**src/rtl/busctl_pkg.sv**
```systemverilog
// Package: shared offsets, field positions and decode type for the bus
// configuration block. Assumes an 8-bit register bus with 2 offset bits.
package busctl_pkg;
    localparam int unsigned DATA_W     = 8;
    localparam int unsigned ADDR_W     = 2;
    localparam int unsigned BIT_BUSMOD = 7;
    localparam int unsigned BIT_CPUMOD = 6;
    localparam int unsigned BIT_EBR    = 7;
    localparam logic [ADDR_W-1:0] OFS_MODE  = 2'd0;
    localparam logic [ADDR_W-1:0] OFS_STACK = 2'd1;
    localparam logic [ADDR_W-1:0] OFS_BREQ  = 2'd2;

    typedef enum logic [1:0] {
        SEL_MODE  = 2'd0,
        SEL_STACK = 2'd1,
        SEL_BREQ  = 2'd2,
        SEL_NONE  = 2'd3
    } reg_sel_e;

    // Map a register offset onto the register it selects.
    function automatic reg_sel_e decode_ofs(input logic [ADDR_W-1:0] a);
        case (a)
            OFS_MODE:  return SEL_MODE;
            OFS_STACK: return SEL_STACK;
            OFS_BREQ:  return SEL_BREQ;
            default:   return SEL_NONE;
        endcase
    endfunction
endpackage

```
**src/rtl/busctl_regs.sv**
```systemverilog
// Module: busctl_regs
// Holds the mode, stack page and bus-request registers and builds read data.
// Assumes NUM_CE <= 6 so the enables do not overlap the mode bits.
// Reset values come from strap_mcu at the reset edge.
module busctl_regs
    import busctl_pkg::*;
#(
    parameter int unsigned NUM_CE    = 3,
    parameter logic [7:0]  STACK_MAX = 8'h27
) (
    input  logic              clk,
    input  logic              rst_n,
    input  logic              strap_mcu,
    input  logic              wr_en,
    input  logic [ADDR_W-1:0] addr,
    input  logic [DATA_W-1:0] wdata,
    output logic [DATA_W-1:0] rdata,
    output logic [NUM_CE-1:0] ce_en,
    output logic              ebr,
    output logic              single_chip,
    output logic              cpu_max,
    output logic              wr_mode,
    output logic              wr_stack
);
    localparam logic [NUM_CE-1:0] CE_RST_MCU = '0;
    localparam logic [NUM_CE-1:0] CE_RST_MPU = {{(NUM_CE-1){1'b0}}, 1'b1};

    reg_sel_e          wsel;
    reg_sel_e          rsel;
    logic              busmod;
    logic              cpumod;
    logic [DATA_W-1:0] stack_page;
    logic [DATA_W-1:0] stack_next;

    // Decode the write target and the read target.
    always_comb begin
        wsel     = decode_ofs(addr);
        rsel     = decode_ofs(addr);
        wr_mode  = wr_en && (wsel == SEL_MODE);
        wr_stack = wr_en && (wsel == SEL_STACK);
    end

    // Effective mode: microprocessor strap forces expansion.
    always_comb begin
        single_chip = strap_mcu & busmod;
        cpu_max     = cpumod;
    end

    // Legalise a stack page write against the current bus mode.
    always_comb begin
        if (single_chip)
            stack_next = '0;
        else if (wdata > STACK_MAX)
            stack_next = STACK_MAX;
        else
            stack_next = wdata;
    end

    // Mode register: bus mode, CPU mode and chip-enable enables.
    always_ff @(posedge clk) begin
        if (!rst_n) begin
            busmod <= strap_mcu;
            cpumod <= 1'b0;
            ce_en  <= strap_mcu ? CE_RST_MCU : CE_RST_MPU;
        end else if (wr_mode) begin
            busmod <= wdata[BIT_BUSMOD];
            cpumod <= wdata[BIT_CPUMOD];
            ce_en  <= wdata[NUM_CE-1:0];
        end
    end

    // Stack page register with legalised write value.
    always_ff @(posedge clk) begin
        if (!rst_n)
            stack_page <= '0;
        else if (wr_stack)
            stack_page <= stack_next;
    end

    // Bus request/grant enable register.
    always_ff @(posedge clk) begin
        if (!rst_n)
            ebr <= 1'b0;
        else if (wr_en && (wsel == SEL_BREQ))
            ebr <= wdata[BIT_EBR];
    end

    // Combinational read mux from the stored fields.
    always_comb begin
        rdata = '0;
        case (rsel)
            SEL_MODE: begin
                rdata[BIT_BUSMOD]  = busmod;
                rdata[BIT_CPUMOD]  = cpumod;
                rdata[NUM_CE-1:0]  = ce_en;
            end
            SEL_STACK: rdata = stack_page;
            SEL_BREQ:  rdata[BIT_EBR] = ebr;
            default:   rdata = '0;
        endcase
    end

    // the stored stack page never exceeds the legal limit.
    assert_stack_limit_R4: assert property (@(posedge clk) disable iff (!rst_n)
        stack_page <= STACK_MAX);

    // a stack write in single chip mode leaves page zero.
    assert_single_zero_R5: assert property (@(posedge clk) disable iff (!rst_n)
        (wr_stack && single_chip) |=> (stack_page == '0));

    // a write to the unused offset leaves every field unchanged.
    assert_reserved_quiet_R11: assert property (@(posedge clk) disable iff (!rst_n)
        (wr_en && wsel == SEL_NONE) |=>
            ($stable(stack_page) && $stable(ce_en) && $stable(ebr) &&
             $stable(busmod) && $stable(cpumod)));
endmodule

```
**src/rtl/busctl_irq_gate.sv**
```systemverilog
// Module: busctl_irq_gate
// Blocks all interrupts, NMI included, until both configuration registers have
// been written, and for one instruction after each stack page write. Keeps a
// blocked NMI pending. Assumes insn_done pulses once per instruction boundary.
module busctl_irq_gate #(
    parameter int unsigned NUM_IRQ = 8
) (
    input  logic               clk,
    input  logic               rst_n,
    input  logic               wr_mode,
    input  logic               wr_stack,
    input  logic               insn_done,
    input  logic [NUM_IRQ-1:0] irq_in,
    input  logic               nmi_in,
    output logic [NUM_IRQ-1:0] irq_out,
    output logic               nmi_out,
    output logic               gate_open
);
    logic seen_mode;
    logic seen_stack;
    logic hold;
    logic nmi_pend;

    // Remember that each configuration register has been written once.
    always_ff @(posedge clk) begin
        if (!rst_n) begin
            seen_mode  <= 1'b0;
            seen_stack <= 1'b0;
        end else begin
            if (wr_mode)  seen_mode  <= 1'b1;
            if (wr_stack) seen_stack <= 1'b1;
        end
    end

    // Keep the gate shut from a stack write to the next instruction boundary.
    always_ff @(posedge clk) begin
        if (!rst_n)
            hold <= 1'b0;
        else if (wr_stack)
            hold <= 1'b1;
        else if (insn_done)
            hold <= 1'b0;
    end

    // Gate state from the configuration flags and the post-write hold.
    always_comb gate_open = seen_mode & seen_stack & ~hold;

    // Latch an NMI that meets a closed gate; clear once delivered.
    always_ff @(posedge clk) begin
        if (!rst_n)
            nmi_pend <= 1'b0;
        else if (gate_open)
            nmi_pend <= 1'b0;
        else if (nmi_in)
            nmi_pend <= 1'b1;
    end

    // Gated outputs toward the interrupt controller.
    always_comb begin
        irq_out = gate_open ? irq_in : '0;
        nmi_out = gate_open & (nmi_in | nmi_pend);
    end

    // a stack page write closes the gate on the following cycle.
    assert_stack_write_closes_R9: assert property (@(posedge clk) disable iff (!rst_n)
        wr_stack |=> !gate_open);

    // an NMI blocked by the closed gate is kept until delivery.
    assert_nmi_kept_R10: assert property (@(posedge clk) disable iff (!rst_n)
        (nmi_in && !gate_open) |=> (nmi_pend || nmi_out));

    // the gate cannot open before both registers have been written.
    assert_gate_needs_config_R8: assert property (@(posedge clk) disable iff (!rst_n)
        $rose(gate_open) |-> ($past(seen_mode || wr_mode) && $past(seen_stack || wr_stack)));
endmodule

```
**src/rtl/busctl_pinmux.sv**
```systemverilog
// Module: busctl_pinmux
// Chooses the function of each shared terminal: bus signal or general port.
// Purely combinational; assumes port_r carries NUM_CE chip-enable port bits
// plus one more bit, at the top, for the grant terminal.
module busctl_pinmux #(
    parameter int unsigned NUM_CE = 3
) (
    input  logic [NUM_CE-1:0] ce_en,
    input  logic              ebr,
    input  logic [NUM_CE-1:0] ce_bus,
    input  logic [NUM_CE:0]   port_r,
    input  logic              breq_pin,
    input  logic              bus_grant,
    output logic [NUM_CE-1:0] ce_pin,
    output logic              breq_req,
    output logic              kport_in,
    output logic              back_pin
);
    // One selector per chip-enable terminal.
    for (genvar i = 0; i < NUM_CE; i++) begin : g_ce
        always_comb ce_pin[i] = ce_en[i] ? ce_bus[i] : port_r[i];
    end

    // Request and grant terminals switch between bus and port roles.
    always_comb begin
        breq_req = ebr & breq_pin;
        kport_in = ~ebr & breq_pin;
        back_pin = ebr ? bus_grant : port_r[NUM_CE];
    end

    // with every enable cleared the terminals carry the port bits.
    always_comb begin
        if (ce_en == '0)
            assert_ce_port_R6: assert (ce_pin == port_r[NUM_CE-1:0]);
    end
endmodule

```
**src/rtl/busctl_top.sv**
```systemverilog
// Module: busctl_top
// Bus configuration register file with interrupt gating and pin selects.
// Assumes a single-cycle write strobe on a register bus and a synchronous
// active-low reset during which strap_mcu is stable.
module busctl_top
    import busctl_pkg::*;
#(
    parameter int unsigned NUM_CE    = 3,
    parameter int unsigned NUM_IRQ   = 8,
    parameter logic [7:0]  STACK_MAX = 8'h27
) (
    input  logic               clk,
    input  logic               rst_n,
    input  logic               strap_mcu,
    input  logic               wr_en,
    input  logic [ADDR_W-1:0]  addr,
    input  logic [DATA_W-1:0]  wdata,
    output logic [DATA_W-1:0]  rdata,
    input  logic               insn_done,
    input  logic [NUM_IRQ-1:0] irq_in,
    input  logic               nmi_in,
    output logic [NUM_IRQ-1:0] irq_out,
    output logic               nmi_out,
    output logic               int_gate_open,
    output logic               single_chip,
    output logic               cpu_max,
    input  logic [NUM_CE-1:0]  ce_bus,
    input  logic [NUM_CE:0]    port_r,
    output logic [NUM_CE-1:0]  ce_pin,
    input  logic               breq_pin,
    input  logic               bus_grant,
    output logic               breq_req,
    output logic               kport_in,
    output logic               back_pin
);
    logic [NUM_CE-1:0] ce_en;
    logic              ebr;
    logic              wr_mode;
    logic              wr_stack;

    busctl_regs #(.NUM_CE(NUM_CE), .STACK_MAX(STACK_MAX)) u_regs (
        .clk(clk), .rst_n(rst_n), .strap_mcu(strap_mcu),
        .wr_en(wr_en), .addr(addr), .wdata(wdata), .rdata(rdata),
        .ce_en(ce_en), .ebr(ebr), .single_chip(single_chip),
        .cpu_max(cpu_max), .wr_mode(wr_mode), .wr_stack(wr_stack)
    );

    busctl_irq_gate #(.NUM_IRQ(NUM_IRQ)) u_gate (
        .clk(clk), .rst_n(rst_n), .wr_mode(wr_mode), .wr_stack(wr_stack),
        .insn_done(insn_done), .irq_in(irq_in), .nmi_in(nmi_in),
        .irq_out(irq_out), .nmi_out(nmi_out), .gate_open(int_gate_open)
    );

    busctl_pinmux #(.NUM_CE(NUM_CE)) u_mux (
        .ce_en(ce_en), .ebr(ebr), .ce_bus(ce_bus), .port_r(port_r),
        .breq_pin(breq_pin), .bus_grant(bus_grant), .ce_pin(ce_pin),
        .breq_req(breq_req), .kport_in(kport_in), .back_pin(back_pin)
    );
endmodule

```
**config.mk**
```make
export PLATFORM = sky130hd
export DESIGN_NAME = busctl_top
export DESIGN_NICKNAME = d
export VERILOG_FILES = /design/src/rtl/busctl_pkg.sv /design/src/rtl/busctl_regs.sv /design/src/rtl/busctl_irq_gate.sv /design/src/rtl/busctl_pinmux.sv /design/src/rtl/busctl_top.sv
export SDC_FILE = /design/constraint.sdc
export NUM_CORES = 1
export LEC_CHECK = 0
export ABC_AREA = 1
export BUFFER_PORTS_ARGS = -buffer_cell sky130_fd_sc_hd__buf_4
export CAP_MARGIN = 20
export CORE_MARGIN = 8
export CORE_UTILIZATION = 47
export CTS_BUF_LIST = sky130_fd_sc_hd__clkbuf_4 sky130_fd_sc_hd__clkbuf_8
export DETAILED_ROUTE_END_ITERATION = 10
export GPL_TIMING_DRIVEN = 0
export HOLD_SLACK_MARGIN = 0.08
export PLACE_DENSITY_LB_ADDON = 0.1
export SLEW_MARGIN = 20
export SYNTH_ARGS = -nofsm -noshare
export SYNTH_HDL_FRONTEND = slang
export SYNTH_SLANG_ARGS = --single-unit
```
**constraint.sdc**
```tcl
create_clock -name clk -period 1.93 [get_ports clk]
set_clock_uncertainty 0.15 [all_clocks]
set_input_delay 0.386 -clock clk [delete_from_list [all_inputs] [get_ports clk]]
set_output_delay 0.386 -clock clk [all_outputs]
set_load 0.01 [all_outputs]
```
; ---- Yosys cells after proc, flatten, opt, wreduce, memory -nomap -nowiden
; Index checks and enable logic that the tools add are counted.
[classes]
eq_ne = 5
bitwise_logic = 10
n_mux = 19
n_reduce_logical = 7
magnitude_cmp = 1
[op_table]
columns = op, count
row1 = $mux 8, 3
row2 = $mux 1, 9
row3 = $mux 3, 3
row4 = $gt 8x6->1 const B, 1
row5 = $and 1x1->1, 6
row6 = $pmux 2 s3, 1
row7 = $pmux 3 s2, 1
row8 = $eq 2x1->1 const B, 2
row9 = $eq 2x2->1 const B, 2
row10 = $logic_not 2->1, 2
row11 = $logic_and 1x1->1, 3
row12 = $not 1->1, 3
row13 = $pmux 1 s3, 1
row14 = $ne 2x1->1 const B, 1
row15 = $pmux 1 s2, 1
row16 = $reduce_bool 2->1, 1
row17 = $reduce_or 2->1, 1
row18 = $or 1x1->1, 1
[totals]
wordCells = 51
reg_bits = 18
in_bits = 33
out_inout_bits = 26

; ---- Depth between registers and ports, before layout
; Gate-level depths: netlist of run 1.
[depth]
depth_word = 6
mapped_depth = 5
depth_no_buf = 5

; ---- Modules after synthesis
; A second synthesis of run 1 with hierarchy kept.
[hier_totals]
cells_unflattened = 151
hier_area_um2 = 998.5
[by_module_without_submodules]
columns = mod, cells_each, area_each_um2, instances
row1 = busctl_regs, 95, 701.9, 1
row2 = busctl_irq_gate, 36, 221.5, 1
row3 = busctl_pinmux, 20, 75.1, 1

; ---- Least setup slack after synthesis of run 1
; OpenSTA, ideal clock, no wires.
[synth_path]
kind = register -> output
startpoint = reg u_gate.seen_stack
endpoint = out irq_out[0]
path_stages_with_launch = 5
t_required_ps = 1394
path_buffers = 0
path_slack_ps = 460
arrival_time_ps = 934
path_cell_list = dfxtp_1 -> inv_1 -> nor3_2 -> inv_2 -> nor2_1
[synth_between]
elab_chain_cells = 3
[synth_rtl]
columns = item, line_no
row1 = "start, declared", busctl_irq_gate.sv:20  ; logic seen_stack;
row2 = "start signal, assigned", busctl_irq_gate.sv:28  ; seen_stack <= 1'b0;
row3 = "start signal, assigned", busctl_irq_gate.sv:31  ; if (wr_stack) seen_stack <= 1'b1;
row4 = $and 1x1->1 (2 in series), busctl_irq_gate.sv:46  ; always_comb gate_open = seen_mode & seen_stack & ~hold;
row5 = net int_gate_open, busctl_top.sv:24  ; output logic int_gate_open,
row6 = $mux 8, busctl_irq_gate.sv:60  ; irq_out = gate_open ? irq_in : '0;
row7 = "end, declared", busctl_top.sv:22  ; output logic [NUM_IRQ-1:0] irq_out,
; The timed path passes the listed nets, and every way through them passes these cells.

; ---- Worst setup path after layout of run 1
[layout_path]
startpoint = in addr[1]
endpoint = out rdata[6]
[layout_between]
elab_chain_cells = 4
elab_cells_between_ends = 7
[layout_rtl]
columns = item, line_no
row1 = "start, declared", busctl_top.sv:16  ; input logic [ADDR_W-1:0] addr,
row2 = $eq 2x2->1 (tied with other cells), busctl_pkg.sv:22  ; case (a)
row3 = $pmux 2 s3 (*), busctl_pkg.sv:22
row4 = $eq 2x1->1 / $logic_not 2->1 (equally long branches), busctl_regs.sv:91  ; case (rsel)
row5 = $pmux 1 s2 (*), busctl_regs.sv:91
row6 = "end, declared", busctl_top.sv:18  ; output logic [DATA_W-1:0] rdata,
; Mark *: on every way between the ends. The rest lies on a longest branch, timed or not.

==> run summary, run 1 <==
The number of levels in the clock H-tree is 1. Clock-pin slew was measured on the worst setup and hold paths at 0.09 ns. The worst setup path is of the primary input to output port kind.

The class of the tightest hold or removal check is primary input to flop. The number of iterations in the first detailed-routing pass came out at 4. The worst setup path is launched from a primary input. The setup TNS after final layout came out at 0 ns. The count of different cell masters after synthesis came out at 19. The area growth from synthesis to layout is 51.3%. The antenna diode count came out at 0. The all-layer global routing usage is 15.0%. The number of nets in the layout is 233. Of the total power, the clock network draws 24.2%.

The clock latency on the worst-skew pair is 0.29 ns. The post-synthesis sequential element count came out at 18. The total CTS buffers is 3.

The switching share of power is 26.3%. The number of global-route vias before repair came to 1073. The most frequent standard cell in the layout excluding fill and tap cells is buf_4.

The sequential power share came out at 53.3%. The worst hold slack after final layout is 0.195 ns. The net count of the mapped netlist is 171.

The launch point of the worst reg-to-reg path is u_regs.busmod. The period utilization is 93.5%. The run finished with clean final reports. The count of final hold-check violations came to 0. The width of the die came out at 61.0 µm. The number of remaining DRC errors came out at 0. The number of antenna violations at the first check in global routing is 0. The synthesized area per cell is 6.89 µm². STA classifies the critical path endpoint as an output port. In the final layout, the multi-input gates occupy 409 µm². Leaving out fill and tap cells, the most frequent cells in the layout are 58 x buf_4, 32 x inv_1, 27 x nand2_1. The total power per unit cell area is 542 nW/µm². The data arrival at the endpoint of the critical path is 1.27 ns. The number of standard cells after synthesis is 138. The worst hold path was traced through 4 stages. Of all nets on the critical path, the largest fanout is 7. Routability-driven placement finished with a final weighted congestion of 0.798. The end of the worst register-to-register path is u_regs.stack_page[5]. The total count of max-transition violations in the final report was 0. The minimum clock period after layout came out at 1.80 ns.

In this run the count of I/O pins placed on the die edge is 59. For this run the aggregate overflow at the end of global routing stands at 0. The static power due to leakage came out at 0.783 nW. The initial core utilization came out at 49.0%. The count of placed standard cells including taps came out at 222. For hold timing, the worst endpoint is u_gate.hold. The mean routed wirelength per cell is 12.3 µm. The filler cell count in the final layout came out at 152. Dividing the detail-routed via count by the number of cells gives 4.77. The count of port buffers added during placement came out at 57.

The area taken by flip-flops and latches came out at 400 µm². The largest net degree at the start of global routing is 11. TritonCTS built the clock tree.

In this run the power spent charging and discharging nets is 0.205 mW. For this run, the top clock speed supported by timing is 554 MHz. The internal power is 0.575 mW.

Setup repair after global routing left no endpoint under its margin. The HPWL after detailed placement is 2310 µm. The area enclosed by the die boundary came out at 3720 µm². Once layout is complete, the cells apart from fillers number 226. For this run, the number of Yosys warnings is 0.

The floorplan has 16 rows. The slew at the pin closest to its max-slew limit came out at 0.462 ns. The count of hold buffers inserted by post-cts repair came out at 0. The buffers inserted during post-CTS setup optimization came out at 0. The final number of setup-violating endpoints came out at 0. For this block, the initial DRC count from the detailed router was 47. The portion of the post-synthesis area used by sequential elements is 42.1%.

The count of cells along the worst register-to-register path is 5. The tree is rooted in a clkbuf_4. The routed layout has 1079 vias. The data required time at the worst endpoint is 1.39 ns.

The clock passes through at most 2 buffers. The post-synthesis instance area came out at 951 µm². Across all register-to-register paths, the minimum setup slack is 0.65 ns. The floorplan die height came out at 61.0 µm. The overall routed net length is 2770 µm. Clock tree synthesis found a total of 18 sinks.

The post-cts sizing count is 0. The remaining max-slew budget at the tightest pin came out at 69.1%. The first global-routing pass estimated 4220 µm of wire. The part of the total power dissipated in combinational logic is 22.5%. Once detail routing completed, the nets flagged for antenna violations numbered 0. The peak supply drop is 0.462 mV. The region available for standard cell placement spans 1940 µm². In the final layout, the share of cells above drive strength 1 is 35.2%. The tool flagged a number of max-cap violations equal to 0. The worst hold path begins at insn_done.
metrics by stage:
step | worst slack [ns] | util [%] | power (mW) | cell area, µm²
after global placement | 0.198 | 72.7 | 0.595 | 1410
after detailed placement | 0.144 | 72.7 | 0.600 | 1410
after CTS | 0.135 | 74.1 | 0.781 | 1440
after global routing | 0.0123 | 74.1 | 0.823 | 1440
final | 0.125 | 74.1 | 0.780 | 1440
after floorplan | 0.460 | - | 0.500 | 951
power by group through the flow:
stage / combinational (mW) / sequential [mW] / clock, mW
floorplan: 0.0777 / 0.422 / 0
global placement: 0.171 / 0.424 / 0
detailed placement: 0.176 / 0.425 / 0
CTS: 0.177 / 0.416 / 0.188
global route: 0.192 / 0.419 / 0.212
finish: 0.175 / 0.416 / 0.188
cell families (layout without fill, tap and decap cells):
family	after synthesis	count (layout)	synth area share [%]
mux	3	3	3.55
buf+inv	36	97	14.9
simple gates	62	62	27.6
compound gates	19	19	11.8
flops	18	18	42.1
critical path, stage by stage:
cell and delay, ns:
buf_4 0.12, nor2_1 0.38, a22o_1 0.26, buf_4 0.13
routing by layer:
layer,share of wire (%),vias up,GRT usage [%]
li1,-,548,-
met1,38,472,15.2
met2,50,55,28.1
met3,11,4,4.87
met4,0.97,0,4.32
met5,0,-,0
worst max-delay path by stage:
stage	slack, ns	start	endpoint
floorplan	0.46	u_gate.seen_stack	irq_out[0]
detailed placement	0.14	addr[1]	rdata[6]
finish	0.13	addr[1]	rdata[6]
global route	0.01	u_gate.seen_stack	irq_out[4]
CTS	0.14	addr[1]	rdata[6]
global placement	0.20	addr[1]	rdata[6]
area by class of cell:
type / instances / area share, %
Multi-Input combinational cell: 84 / 28.4
Clock inverter: 1 / 0.261
Timing Repair Buffer: 57 / 29.7
Clock buffer: 3 / 1.57
Sequential cell: 18 / 27.8
Inverter: 33 / 8.61
Tap cell: 27 / 2.35
Buffer: 3 / 1.22
sequential cells by signal (all words and copies together) (netlist names):
signal             count
u_regs.stack_page      8
u_regs.ebr             1
u_gate.seen_stack      1
u_gate.nmi_pend        1
u_gate.hold            1
u_regs.cpu_max         1
u_regs.busmod          1
u_regs.ce_en           3
u_gate.seen_mode       1
cells in the mapped netlist (all sizes together):
library cell,count,area [µm²]
inv,33,124
nand2,27,101
nor2,21,81.3
dfxtp,14,280
nand3,12,65.1
a21oi,11,55.1
a22o,4,35.0
edfxtp,4,120
mux2,3,33.8
o21ai,3,15.0
buf,2,12.5
nor3,2,15.0
clkbuf,1,5.00
o21a,1,7.51
Power figures use the tool's default switching activity.
==> run 2: changes to the inputs <==
CORE_UTILIZATION = 39   (was 47)
clock period = 1.47 ns   (was 1.93 ns; I/O delays follow)
==> run 2 against run 1 <==
  * The run now ends with negative setup slack left
  * First-iteration DRC count shrank 36%
  * Die area grew 15%
  * Final area grew 6.8%
  * Total power grew 43%
  * Global-route usage shrank 0.74 points
  * Register-to-register slack lost 0.41 ns
==> run summary, run 2 (synthesized netlist as in run 1, its figures left out) <==
The run finished, with violations left. The final reports fail on negative setup slack. In this run the critical register-to-register path is captured at u_regs.stack_page[5]. The number of nets in the layout came out at 234.

The maximum buffer depth of the clock tree came out at 2. Leaving out fill and tap cells, the most frequent cell in the layout is buf_4. In this run the static leakage power is 0.821 nW. The library cell appearing most often on the critical path is inv_2. By startpoint and endpoint, the worst setup path is classified as flop to output port. The startpoint identified for the worst hold timing path is insn_done. The final worst setup slack is -0.182 ns. The delay of the slowest cell on the worst path came out at 0.33 ns. The number of max-cap violations came out at 0.

The setup slack at placement came out at -0.0913 ns. The net switching power of the design came out at 0.288 mW. The clock reaches the later pin of the worst-skew pair after 0.29 ns.

In the layout the commonest cells are 51 x buf_4, 29 x inv_1, 25 x nand2_1. The number of global-route vias before repair came out at 1093. The number of DRC markers in iteration 0 is 30. The count of nets left with antenna violations once routing finished came out at 0.

TritonCTS built the clock tree. The floorplan die height is 65.4 µm. The first global-routing pass estimated 4810 µm of wire.

The area enclosed by the die boundary is 4270 µm². Clock tree synthesis inserted a total of 3 buffers. The post-route netlist has 42.0% of its cells at a drive strength greater than 1. On the critical path, the stage with the largest delay is an instance of dfxtp_2. Once layout is complete, the cells apart from fillers number 230. The number of cell rows is 18. The number of iterations in the first detailed-routing pass is 4. The minimum clock period after layout is 1.65 ns.

The startpoint type of the worst setup path is a flop. The CTS root buffer is clkbuf_4. The worst hold path passes through 4 cells.

The data required time at the worst endpoint came out at 1.03 ns. The count of final hold-check violations came out at 0. The internal portion of the total power is 0.824 mW.

Buffers inserted to repair hold after CTS numbered 0. The detailed-placement wirelength estimate is 2480 µm. For hold timing, the worst endpoint is u_gate.hold. The cell type group with the largest total delay on the critical path is flip-flops.

The flip-flop count of the largest register, all copies and words added came out at 8. The worst hold slack after final layout is 0.0831 ns. The total chip power came out at 1.11 mW. Global routing used 14.2% of the available tracks across all layers. The worst-case IR drop observed on VDD is 0.504 mV.

The number of antenna violations at the first check in global routing came to 0. The clock transition time at the flip-flop clock pins of the worst setup and hold paths is 0.10 ns. The number of levels in the clock H-tree is 1. The remaining max-slew budget at the tightest pin came out at 77.6%. After detailed routing, the number of remaining DRC violations is 0. Compared with the post-synthesis result, the final layout area differs by 61.6%. Traced cell by cell, the critical path runs through inv_2 > nor3_4 > inv_2 > nor2_1 > buf_4. Setup repair after global routing could not meet its margin everywhere.

The largest registers in the layout are u_regs.stack_page (8), u_regs.ce_en (3). The top-level I/O count came out at 59. The area of the core came out at 2390 µm². Measured in cells, the most critical reg-to-reg path has a length of 5. Once the floorplan was initialized, standard cells occupied 39.8% of the core. The number of clock sinks is 18. For the worst setup path, the data arrival time is 1.21 ns.

The placer's final routability congestion estimate is 0.832. The maximum fanout count along the critical path came out at 9. The path class of the tightest hold or removal check is primary input to flop. The switching share of power came out at 25.9%. The total count of max-transition violations in the final report came out at 0. The final critical path takes up 112% of the cycle. The total congestion overflow came out at 0.

Power spread over the standard cell area amounts to 724 nW/µm². The register bank with the most flops is u_regs.stack_page. The worst setup slack for register-to-register paths came out at 0.24 ns.

The portion of total power attributed to the clock network is 27.2%. In the final routed layout, each cell accounts on average for 13.4 µm. The final route contains 1076 vias. At the pin with the least slew margin, the transition time is 0.332 ns. The sequential power share came out at 49.6%. The part of the total power dissipated in combinational logic is 23.2%. The upper clock frequency limit is 605 MHz. The overall routed net length came out at 3080 µm. The final number of setup-violating endpoints is 17. The count of port buffers added during placement is 57. The antenna diode count came out at 0. The worst setup path is captured at an output port. The startpoint identified for the worst register-to-register timing path is u_regs.busmod. The sum of buffers and inverters on the critical path came out at 3. The via density per instance came out at 4.68. The width of the die is 65.4 µm. Once placement completed, the tool counted placed cells totaling 225.

Entering global routing, the biggest net connects 11 pins.
[run 2: cell type report]
type | instances | area [µm²]
Fill cell | 231 | 851
Timing Repair Buffer | 58 | 465
Buffer | 3 | 17.5
Tap cell | 30 | 37.5
Inverter | 33 | 126
Clock buffer | 4 | 36.3
Multi-Input combinational cell | 84 | 448
Sequential cell | 18 | 405
[run 2: power by group through the flow]
stage                     logic [mW]  registers, mW  clock network (mW)
after floorplan                0.102          0.554                   0
after global placement         0.226          0.558                   0
after global routing           0.280          0.554               0.325
after CTS                      0.245          0.550               0.304
after detailed placement       0.232          0.560                   0
final                          0.258          0.552               0.303
[run 2: layer usage]
metal	share of wire, %	vias to the layer above	track usage [%]
met1	38	484	14.4
li1	-	549	-
met2	53	37	26.0
met5	0	-	0
met3	7.8	6	4.25
met4	1.6	0	6.81
[run 2: worst min-delay path: cells and delay by family]
family                 cells  cell delay, ns
buffers and inverters      2            0.10
AOI/OAI and AO/OA          1            0.05
and+or+nand+nor            1            0.04
[run 2: worst max-delay path by stage]
stage          cells past startpoint              start              end  slack [ns]
2_1_floorplan                      4  u_gate.seen_stack       irq_out[0]        0.09
3_3_place_gp                       4            addr[1]  u_regs.ce_en[2]       -0.11
3_5_place_dp                       4            addr[1]    u_regs.busmod       -0.09
4_1_cts                            5  u_gate.seen_stack       irq_out[2]       -0.19
5_1_grt                            5  u_gate.seen_stack       irq_out[2]       -0.24
6_report                           5  u_gate.seen_stack       irq_out[2]       -0.18
[run 2: stage by stage]
| step | utilization [%] | instance area, µm² | setup TNS (ns) |
|---|---|---|---|
| 5_1_grt | 64.4 | 1540 | -2.98 |
| 4_1_cts | 62.7 | 1500 | -2.22 |
| 2_1_floorplan | - | 951 | 0 |
| 3_3_place_gp | 59.3 | 1420 | -0.814 |
| 6_report | 64.4 | 1540 | -2.15 |
| 3_5_place_dp | 59.3 | 1420 | -0.647 |
[run 2: repair_timing]
item,4_1_cts,5_1_grt
gates resized for setup,13,13
buffers inserted,1,0
pin swaps,3,4
endpoints found under the setup margin,18,20
==> run 3: changes to the inputs <==
BUFFER_PORTS_ARGS = unset   (was -buffer_cell sky130_fd_sc_hd__buf_4)
CORE_UTILIZATION = 58   (was 39)
DONT_BUFFER_PORTS = 1   (was unset)
==> run 3 against run 2 <==
  * Maximum frequency fell by 2.7%
  * Combinational power fell by 40%
  * Flip-flop and latch count did not move
  * Critical path depth fell by 1
  * Highest routed layer unchanged
  * Register-to-register slack got worse by 0.11 ns
  * Routed wire length fell by 16%
  * Largest power group unchanged
  * First-iteration DRC count did not move
  * Final area fell by 25%
  * The run still ends with negative setup slack left
==> run summary, run 3 (synthesized netlist as in run 1, its figures left out) <==
Leaving out fill and tap cells, the most frequent cell in the layout is inv_1. The total power per unit cell area came out at 844 nW/µm². The overall routed net length is 2580 µm. The run finished, with violations left.

For this run, the total global-route usage over all layers was measured as 14.9%. The count of final hold-check violations came out at 0. The cell sitting at the root of the clock tree is a clkbuf_4. The min-delay analysis places its worst path in the category primary input to flop. The width of the die is 56.5 µm. For this design, the sink count on the clock tree is 18.

The total vias in the final route came out at 926. The data arrival at the endpoint of the critical path is 1.25 ns. The remaining max-slew budget at the tightest pin came out at 68.5%. During placement, the flow inserted port buffers numbering 0.

The critical path contains buffers and inverters numbering 2 combined. The tool flagged a number of max-cap violations equal to 0. The slew at the pin closest to its max-slew limit came out at 0.470 ns.

The analysis attributes to cell leakage a power of 0.549 nW. The register with the most flip-flops in the layout has 8 of them. The data required time at the worst endpoint came out at 1.03 ns. The detailed-placement wirelength estimate is 1910 µm. The maximum buffer depth of the clock tree came out at 2. Setup violations remaining at the end of the flow were counted as 12. In this run the worst path has a maximum fanout of 9. The number of global-route vias before repair was 888. The mean routed wirelength per cell is 15.2 µm. The antenna diode count came out at 0. The floorplan step defined a die boundary enclosing 3190 µm². The floorplan has 14 rows. Global routing finished with a remaining overflow of 0. Ranked by flip-flop count, first place goes to u_regs.stack_page. During I/O placement, the number of pins put on the boundary was 59. The period utilization came out at 115%.

TritonCTS built the clock tree. The net count of the finished layout is 188. The ratio of cells with drive above 1 in the final layout came out at 14.9%.

The die is 56.5 µm tall. The wire length of the first global-routing pass is 4000 µm. The pre-antenna-repair detailed-routing pass consisted of 4 iterations. The critical path start-end classification is flop to output port. The area of the core came out at 1520 µm².

The total count of max-transition violations in the final report came out at 0. The final reports fail on negative setup slack. The final antenna-violating net count is 0. Buffers inserted during clock tree synthesis total 3. The upper clock frequency limit came out at 589 MHz.

The minimum clock period after layout is 1.70 ns. The library cells used most frequently in the layout, excluding fill and tap cells, are 32 x inv_1, 27 x nand2_1, 14 x dfxtp_1. The nature of the critical path endpoint is an output port. Among cell families on the critical path, the largest total delay comes from simple AND/OR/NAND/NOR gates.

After clock tree synthesis, the clock-pin slew on the worst setup and hold paths is 0.11 ns. The number of levels in the clock H-tree came out at 1. The finished layout cell area is 1150 µm². For the worst-skew pair, the clock arrives at the later sink with an insertion delay of 0.29 ns.

The placer's final routability congestion estimate is 0.819. The largest net degree at the start of global routing came out at 11. The signal on the critical path passes through inv_1 > nor3_4 > inv_4 > nor2_2.

The area growth from synthesis to layout came out at 21.2%. The initial core utilization came out at 62.4%. Summing all placed instances gives a cell area of 971 µm².

The worst hold slack after final layout came out at 0.0869 ns. The number of DRC markers in iteration 0 came out at 30. The number of remaining DRC errors is 0.

Setup repair after global routing could not meet its margin everywhere. IR analysis of the VDD net gives a maximum drop of 0.559 mV. The via density per instance is 5.45.

The startpoint type of the worst setup path is a flop. The slowest library cell on the worst path is dfxtp_1. The number of antenna violations at the first check in global routing came out at 0. The largest single stage delay on the critical path is 0.32 ns. The largest registers in the layout are u_regs.stack_page (8), u_regs.ce_en (3). The final worst setup slack is -0.227 ns.
[run 3: cell count changes in the layout (fill, tap and decap cells not counted), moves of 3 or more]
cell | before | now
buf_4 | 51 | 1
inv_1 | 29 | 32
nor2_2 | 2 | 10
dfxtp_2 | 4 | 0
nor2_1 | 18 | 11
dfxtp_1 | 10 | 14
inv_2 | 3 | 0
dlygate4sd3_1 | 0 | 12
buf_6 | 8 | 0
[run 3: repair_timing]
item / 4_1_cts / 5_1_grt
buffers inserted: 0 / 0
hold buffers: 12 / 0
gates resized for setup: 11 / 0
endpoints found under the hold margin: 10 / 0
setup endpoints to repair: 12 / 15
[run 3: where the power goes]
| part | total, mW | internal [mW] | leakage [nW] | switching, mW |
|---|---|---|---|---|
| registers | 0.547 | 0.532 | 0.154 | 0.0153 |
| clock network | 0.270 | 0.124 | 0.0184 | 0.147 |
| logic | 0.155 | 0.0646 | 0.377 | 0.0905 |
| total | 0.973 | 0.720 | 0.549 | 0.252 |
[run 3: path summary, 6_finish.rpt]
check                             from                   end  slack [ns]  cells past startpoint
hold reg to reg   u_regs.stack_page[7]  u_regs.stack_page[7]        0.32                      2
hold / removal                wdata[2]  u_regs.stack_page[2]        0.09                      4
setup reg to reg         u_regs.busmod  u_regs.stack_page[5]        0.13                      5
setup / recovery     u_gate.seen_stack            irq_out[4]       -0.23                      4
[run 3: through the flow]
step,TNS (ns),total power [mW],cells,setup slack (ns),util (%)
2_1_floorplan,0,0.656,138,0.0918,-
3_3_place_gp,-0.0292,0.676,154,-0.00950,63.7
3_5_place_dp,-0.176,0.679,154,-0.0242,63.7
4_1_cts,-2.13,0.977,170,-0.234,75.6
5_1_grt,-2.86,1.02,170,-0.318,75.6
6_report,-1.95,0.973,170,-0.227,75.6
[run 3: worst min-delay path, stage by stage]
cell     delay, ns
inv_1         0.03
nand3_1       0.06
nand2_1       0.05
a21oi_1       0.05
[run 3: cell type report]
| cell class | instances | area (µm²) |
|---|---|---|
| multi-input combinational | 84 | 438 |
| inverter | 33 | 126 |
| fill | 116 | 372 |
| tap | 16 | 20.0 |
| buffer | 3 | 17.5 |
| sequential | 18 | 400 |
| clock buffer | 4 | 30.0 |
| timing repair buffer | 12 | 120 |
[run 3: per-layer routing]
metal,GRT usage [%],part of all wire [%],up-vias
li1,-,-,454
met3,9.44,14,2
met4,3.78,0.35,0
met5,0,0,-
met1,14.2,37,417
met2,26.0,48,53
